===== src/rtl/tmr_pkg.sv =====
package tmr_pkg;
  localparam int unsigned OFF_CTRL    = 'h00;
  localparam int unsigned OFF_RLD     = 'h04;
  localparam int unsigned OFF_CNT     = 'h08;
  localparam int unsigned CTRL_RST_BIT = 0;
  localparam int unsigned CTRL_RUN_BIT = 1;

  typedef enum logic [1:0] {
    SEL_NONE = 2'd0,
    SEL_CTRL = 2'd1,
    SEL_RLD  = 2'd2,
    SEL_CNT  = 2'd3
  } reg_sel_e;
endpackage


===== src/rtl/tmr_decode.sv =====
module tmr_decode #(
  parameter int ADDR_W = 8
) (
  input  logic [ADDR_W-1:0] addr,
  output tmr_pkg::reg_sel_e sel
);
  import tmr_pkg::*;

  always_comb begin
    if (addr == ADDR_W'(OFF_CTRL))      sel = SEL_CTRL;
    else if (addr == ADDR_W'(OFF_RLD))  sel = SEL_RLD;
    else if (addr == ADDR_W'(OFF_CNT))  sel = SEL_CNT;
    else                                sel = SEL_NONE;
  end
endmodule


===== src/rtl/tmr_ctrl.sv =====
module tmr_ctrl #(
  parameter int DATA_W = 32
) (
  input  logic              clk,
  input  logic              rst,
  input  logic              wr_ctrl,
  input  logic [DATA_W-1:0] wr_data,
  output logic              soft_clr,
  output logic [DATA_W-1:0] ctrl_q,
  output logic              run_q
);
  import tmr_pkg::*;

  // reset request wins over every other bit of the same word
  assign soft_clr = wr_ctrl && wr_data[CTRL_RST_BIT];

  always_ff @(posedge clk) begin
    if (rst || soft_clr) begin
      ctrl_q <= '0;
      run_q  <= 1'b0;
    end else if (wr_ctrl) begin
      ctrl_q <= wr_data;
      if (wr_data[CTRL_RUN_BIT]) run_q <= 1'b1;
    end
  end
endmodule


===== src/rtl/tmr_counter.sv =====
module tmr_counter #(
  parameter int CNT_W = 16
) (
  input  logic             clk,
  input  logic             rst,
  input  logic             clr,
  input  logic             load,
  input  logic [CNT_W-1:0] load_val,
  input  logic             run,
  input  logic             tick,
  output logic [CNT_W-1:0] rld_q,
  output logic [CNT_W-1:0] cnt_q
);
  localparam logic [CNT_W-1:0] ONE = CNT_W'(1);

  logic at_zero;
  assign at_zero = (cnt_q == '0);

  always_ff @(posedge clk) begin
    if (rst || clr) begin
      rld_q <= '0;
      cnt_q <= '0;
    end else if (load) begin
      rld_q <= load_val;
      cnt_q <= load_val;
    end else if (run && tick) begin
      cnt_q <= at_zero ? rld_q : (cnt_q - ONE);
    end
  end
endmodule


===== src/rtl/tmr_rdmux.sv =====
module tmr_rdmux #(
  parameter int DATA_W = 32,
  parameter int CNT_W  = 16
) (
  input  logic              clk,
  input  logic              rst,
  input  logic              rd_en,
  input  tmr_pkg::reg_sel_e sel,
  input  logic [DATA_W-1:0] ctrl_q,
  input  logic [CNT_W-1:0]  rld_q,
  input  logic [CNT_W-1:0]  cnt_q,
  output logic [DATA_W-1:0] rd_data
);
  import tmr_pkg::*;

  logic [DATA_W-1:0] mux_d;

  always_comb begin
    unique case (sel)
      SEL_CTRL: mux_d = ctrl_q;
      SEL_RLD:  mux_d = DATA_W'(rld_q);
      SEL_CNT:  mux_d = DATA_W'(cnt_q);
      default:  mux_d = '0;
    endcase
  end

  always_ff @(posedge clk) begin
    if (rst)        rd_data <= '0;
    else if (rd_en) rd_data <= mux_d;
  end
endmodule


===== src/rtl/periodic_down_timer.sv =====
module periodic_down_timer #(
  parameter int ADDR_W = 8,
  parameter int DATA_W = 32,
  parameter int CNT_W  = 16
) (
  input  logic              clk,
  input  logic              rst,
  input  logic              tick,
  input  logic              wr_en,
  input  logic              rd_en,
  input  logic [ADDR_W-1:0] addr,
  input  logic [DATA_W-1:0] wr_data,
  output logic [DATA_W-1:0] rd_data
);
  import tmr_pkg::*;

  reg_sel_e          sel;
  logic              soft_clr;
  logic [DATA_W-1:0] ctrl_q;
  logic              run_q;
  logic [CNT_W-1:0]  rld_q;
  logic [CNT_W-1:0]  cnt_q;
  logic              wr_ctrl;
  logic              wr_rld;

  assign wr_ctrl = wr_en && (sel == SEL_CTRL);
  assign wr_rld  = wr_en && (sel == SEL_RLD);

  tmr_decode #(.ADDR_W(ADDR_W)) u_dec (
    .addr (addr),
    .sel  (sel)
  );

  tmr_ctrl #(.DATA_W(DATA_W)) u_ctrl (
    .clk      (clk),
    .rst      (rst),
    .wr_ctrl  (wr_ctrl),
    .wr_data  (wr_data),
    .soft_clr (soft_clr),
    .ctrl_q   (ctrl_q),
    .run_q    (run_q)
  );

  tmr_counter #(.CNT_W(CNT_W)) u_cnt (
    .clk      (clk),
    .rst      (rst),
    .clr      (soft_clr),
    .load     (wr_rld),
    .load_val (wr_data[CNT_W-1:0]),
    .run      (run_q),
    .tick     (tick),
    .rld_q    (rld_q),
    .cnt_q    (cnt_q)
  );

  tmr_rdmux #(.DATA_W(DATA_W), .CNT_W(CNT_W)) u_rd (
    .clk     (clk),
    .rst     (rst),
    .rd_en   (rd_en),
    .sel     (sel),
    .ctrl_q  (ctrl_q),
    .rld_q   (rld_q),
    .cnt_q   (cnt_q),
    .rd_data (rd_data)
  );
endmodule


===== config.mk =====
export PLATFORM = sky130hd
export DESIGN_NAME = periodic_down_timer
export DESIGN_NICKNAME = d
export VERILOG_FILES = /design/src/rtl/tmr_pkg.sv /design/src/rtl/tmr_decode.sv /design/src/rtl/tmr_ctrl.sv /design/src/rtl/tmr_counter.sv /design/src/rtl/tmr_rdmux.sv /design/src/rtl/periodic_down_timer.sv
export SDC_FILE = /design/constraint.sdc
export NUM_CORES = 1
export LEC_CHECK = 0
export ABC_CLOCK_PERIOD_IN_PS = 3600
export BUFFER_PORTS_ARGS = -buffer_cell sky130_fd_sc_hd__clkbuf_2
export CORE_MARGIN = 3
export CORE_UTILIZATION = 55
export DETAILED_ROUTE_END_ITERATION = 6
export GPL_TIMING_DRIVEN = 0
export PLACE_DENSITY = 0.79
export SLEW_MARGIN = 20
export SYNTH_ARGS = -nofsm -noshare
export SYNTH_HDL_FRONTEND = slang
export SYNTH_SLANG_ARGS = --single-unit

===== constraint.sdc =====
create_clock -name clk -period 3.6 [get_ports clk]
set_input_delay 0.18 -clock clk [delete_from_list [all_inputs] [get_ports clk]]
set_output_delay 0.18 -clock clk [all_outputs]
set_load 0.005 [all_outputs]

==> impl_summary.log <==
INFO  metric run_status = finished clean
INFO  metric syn_area = 0.004413 mm2
INFO  metric post_cts_hold_buffer_count = 0
INFO  metric yosys.area.top_type = sky130_fd_sc_hd__dfxtp_1
INFO  metric cts_buffer_depth = 2
INFO  metric post_synth_main_area_contributors = sky130_fd_sc_hd__dfxtp_1 44%, sky130_fd_sc_hd__a21oi_1 11%, sky130_fd_sc_hd__nand2_1 10%, sky130_fd_sc_hd__mux2i_1 5.9%, sky130_fd_sc_hd__nor2b_1 4.8%
INFO  metric drt_pre_antenna_iters = 5
INFO  metric area_delta_synth_final = 15.74%
INFO  metric grt_start_max_net_pins = 19
INFO  metric post_route_setup_slack = 1151 ps
INFO  metric path_cells = clkbuf_2 > nor4_2 > and4b_1 > clkbuf_1 > a21o_1 > buf_2 > buf_1 > a21oi_1
INFO  metric max_cap_viol_count = 0
INFO  metric max_slew_margin = 46.47%
INFO  metric asyncSetResetFlopFracSynth = 0%
INFO  metric start_point_of_the_critical_path = addr[5]
INFO  metric max_freq = 408.3 MHz
INFO  metric cellLeakagePower = 0.001939 uW
INFO  metric max_slew.worst_pin.slew = 795.6 ps
INFO  metric max-vdd-ir-drop = 0.2541 mV
INFO  metric final_common_cell = sky130_fd_sc_hd__nand2_1
INFO  metric reg2reg_setup_slack = 1160 ps
INFO  metric final-hold-violation-count = 0
INFO  metric post-route-drc-count = 0
INFO  metric ff2ff_path_depth = 8
INFO  metric cp_data_arrival_time = 2680 ps
INFO  metric groute.usage.overall = 27.81%
INFO  metric detail_route.wl_per_cell = 16.67 um
INFO  metric initial_core_util = 56.81%
INFO  metric grt_first_pass_wirelength = 19820 um
INFO  metric yosys_warnings = 0
INFO  metric antenna_left = 0
INFO  metric cellPowerDensity = 364.0 mW/mm2
INFO  metric postRouteWirelength = 12540 um
INFO  metric cts-htree-levels = 3
INFO  metric die-area = 0.009135 mm2
INFO  metric critical_path.endpoint_type = flip-flop
INFO  metric cts.sinks = 97
INFO  metric timing.final.crit_period = 2449 ps
INFO  metric max_stage_delay = 620 ps
INFO  metric die_h = 95.58 um
INFO  metric ys_seq_area_share = 44.00%
INFO  metric row_count = 32
INFO  metric worst-endpoint-required = 3830 ps
INFO  metric layout_common_cells = 118 x sky130_fd_sc_hd__nand2_1, 97 x sky130_fd_sc_hd__dfxtp_1, 93 x sky130_fd_sc_hd__a21oi_1, 74 x sky130_fd_sc_hd__clkbuf_2, 40 x sky130_fd_sc_hd__nor2_1
INFO  metric syn_nets = 607
INFO  metric tritoncts_clock_tree = done
INFO  metric final_clock_period_utilization_by_the_worst_path = 68.03%
INFO  metric io_pins = 77
INFO  metric clk_pin_slew_worst_paths = 100 ps
INFO  metric path_delay_family = buffers and inverters
INFO  metric ys_types = 51
INFO  metric postLayoutCoreUtil = 65.75%
INFO  metric crit_slowest_cell = sky130_fd_sc_hd__nor4_2
INFO  metric cp-endpoint = u_cnt.rld_q[0]
INFO  metric category_of_the_critical_setup_timing_path = primary input to flip-flop
INFO  metric min-delay-path-class = primary input to flip-flop
INFO  metric synth_top_flop_cell = sky130_fd_sc_hd__dfxtp_1
INFO  metric cts.repair_timing.setup_buffer_count = 0
INFO  metric worstSetupStartpointType = primary input
INFO  metric grt_overflow = 0
INFO  metric postSynthRegisterBits = 97
INFO  metric syn_avg_cell_area = 7.880 um2
INFO  metric layout.nets = 692
INFO  metric detailedPlacementHpwl = 9107 um
INFO  metric start_of_the_worst_register_to_register_path = u_cnt.cnt_q[0]
INFO  metric setup_total_negative_slack = 0 ps
INFO  metric slew_violations = 0
INFO  metric synth_cells = 560
INFO  metric via_count_of_the_first_global_routing_pass = 4019
INFO  metric finalWeightedCongestion = 0.9345
INFO  metric core = 0.007767 mm2
INFO  metric dr.first_iter.drc_count = 287
INFO  metric worst_skew_pair.late_latency = 360 ps
INFO  metric crit_cells = 8
INFO  metric chipWidth = 95.58 um
INFO  metric finalSetupViolations = 0
INFO  metric path_max_fanout = 10
INFO  metric skew = 10.68 ps
INFO  metric place.detailed.instances = 736
INFO  metric setup_repair_after_global_routing_missed_its_margin = false
INFO  metric layout_cells_sized_above_1 = 16.00%
INFO  metric synthDominantCellAreaShare = 44.00%
INFO  metric synth_edf_count = 0
INFO  metric clock-root-buffer = sky130_fd_sc_hd__clkbuf_8
INFO  metric critical_path_buf_inv_count = 4
INFO  metric post_cts.resized_instances = 0
INFO  metric io_buffers = 74
INFO  metric dp_slack = 876.7 ps
INFO  metric route.vias.total = 4374
INFO  metric detail_route.vias_per_cell = 5.816
INFO  metric r2r-end = u_cnt.cnt_q[9]
INFO  metric antenna_found_initial = 0
INFO  metric post_layout_nonfiller_instances = 752
INFO  metric inserted_clock_buffers = 9
INFO  metric num_antenna_cells = 0
[registers in the layout (all words and copies together), names as in the netlist]
name,cells
u_ctrl.run_q,1
u_cnt.rld_q,16
u_cnt.cnt_q,16
u_rd.rd_data,32
u_ctrl.ctrl_q,32
[worst register-to-register path, cell delays in order, from the launching register on]
cell and delay, ps:
sky130_fd_sc_hd__dfxtp_1 380, sky130_fd_sc_hd__inv_1 120, sky130_fd_sc_hd__ha_1 160, sky130_fd_sc_hd__or4b_1 480
sky130_fd_sc_hd__or4_4 570, sky130_fd_sc_hd__buf_6 180, sky130_fd_sc_hd__buf_8 160, sky130_fd_sc_hd__mux2i_1 160
sky130_fd_sc_hd__o22ai_1 100
[worst min path at each step]
stage	to	startpoint	slack, ps	depth (start not counted)
2_1_floorplan	u_ctrl.run_q	wr_data[1]	320	2
3_3_place_gp	u_ctrl.ctrl_q[26]	wr_data[26]	410	3
3_5_place_dp	u_ctrl.ctrl_q[19]	wr_data[19]	410	3
4_1_cts	u_ctrl.ctrl_q[19]	wr_data[19]	20	3
5_1_grt	u_ctrl.ctrl_q[21]	wr_data[21]	30	3
6_report	u_ctrl.ctrl_q[19]	wr_data[19]	30	3
[cells by family (layout without fill, tap and decap cells)]
family,count (synthesis),count (layout),synth area share (%)
adder cells (fa/ha/maj),2,2,0.5670
multiplexers,26,26,5.897
buffers and inverters,44,134,4.480
XOR/XNOR,6,6,1.191
AO/OA/AOI/OAI,148,148,18.57
flip-flops,97,97,44.00
AND/OR/NAND/NOR,237,237,25.29
[cell usage after synthesis (2+ instances only)]
library cell and count:
sky130_fd_sc_hd__nand2_1 118, sky130_fd_sc_hd__dfxtp_1 97, sky130_fd_sc_hd__a21oi_1 93, sky130_fd_sc_hd__nor2_1 40, sky130_fd_sc_hd__nor2b_1 34, sky130_fd_sc_hd__clkbuf_1 32
sky130_fd_sc_hd__mux2i_1 26, sky130_fd_sc_hd__o21ai_0 16, sky130_fd_sc_hd__o21ai_1 9, sky130_fd_sc_hd__a21boi_0 7, sky130_fd_sc_hd__nand3_1 7, sky130_fd_sc_hd__nor3_1 7
sky130_fd_sc_hd__nor4_1 6, sky130_fd_sc_hd__nand4_1 5, sky130_fd_sc_hd__o22ai_1 5, sky130_fd_sc_hd__inv_1 4, sky130_fd_sc_hd__a31oi_1 3, sky130_fd_sc_hd__o21a_1 3
sky130_fd_sc_hd__or3_1 3, sky130_fd_sc_hd__or4_4 3, sky130_fd_sc_hd__xnor2_1 3, sky130_fd_sc_hd__xor2_1 3, sky130_fd_sc_hd__and2_1 2, sky130_fd_sc_hd__buf_1 2
sky130_fd_sc_hd__buf_2 2, sky130_fd_sc_hd__buf_6 2, sky130_fd_sc_hd__ha_1 2, sky130_fd_sc_hd__nor3b_1 2, sky130_fd_sc_hd__o211ai_1 2
[cell type report]
class                           count  area [um2]
Tap cell                          102       127.6
Sequential cell                    97        1942
Fill cell                         692        2660
Timing Repair Buffer               74       370.4
Buffer                             40       182.7
Clock buffer                        9       123.9
Clock inverter                      7       66.31
Multi-Input combinational cell    419        2280
Inverter                            4       15.01
[report_power, final]
part / total, uW / internal [uW] / switching (uW)
clock: 681 / 263 / 418
combinational: 104 / 35.9 / 68.0
sequential: 1070 / 1070 / 0.902
total: 1860 / 1370 / 487
[per-layer routing]
metal,part of all wire [%],vias up,global-route usage (%)
li1,-,2086,-
met1,42,2040,37.20
met2,47,215,44.76
met3,8.5,33,5.367
met4,1.9,0,9.716
met5,0,-,0
[stage by stage]
stage | hold WS, ps | power, uW | area [um2]
floorplan | 318.6 | 1150 | 4413
global placement | 410.6 | 1199 | 4911
detailed placement | 411.7 | 1199 | 4911
CTS | 17.40 | 1861 | 5101
global route | 34.39 | 1907 | 5107
finish | 30.75 | 1859 | 5107
(Power assumes the default switching activity.)
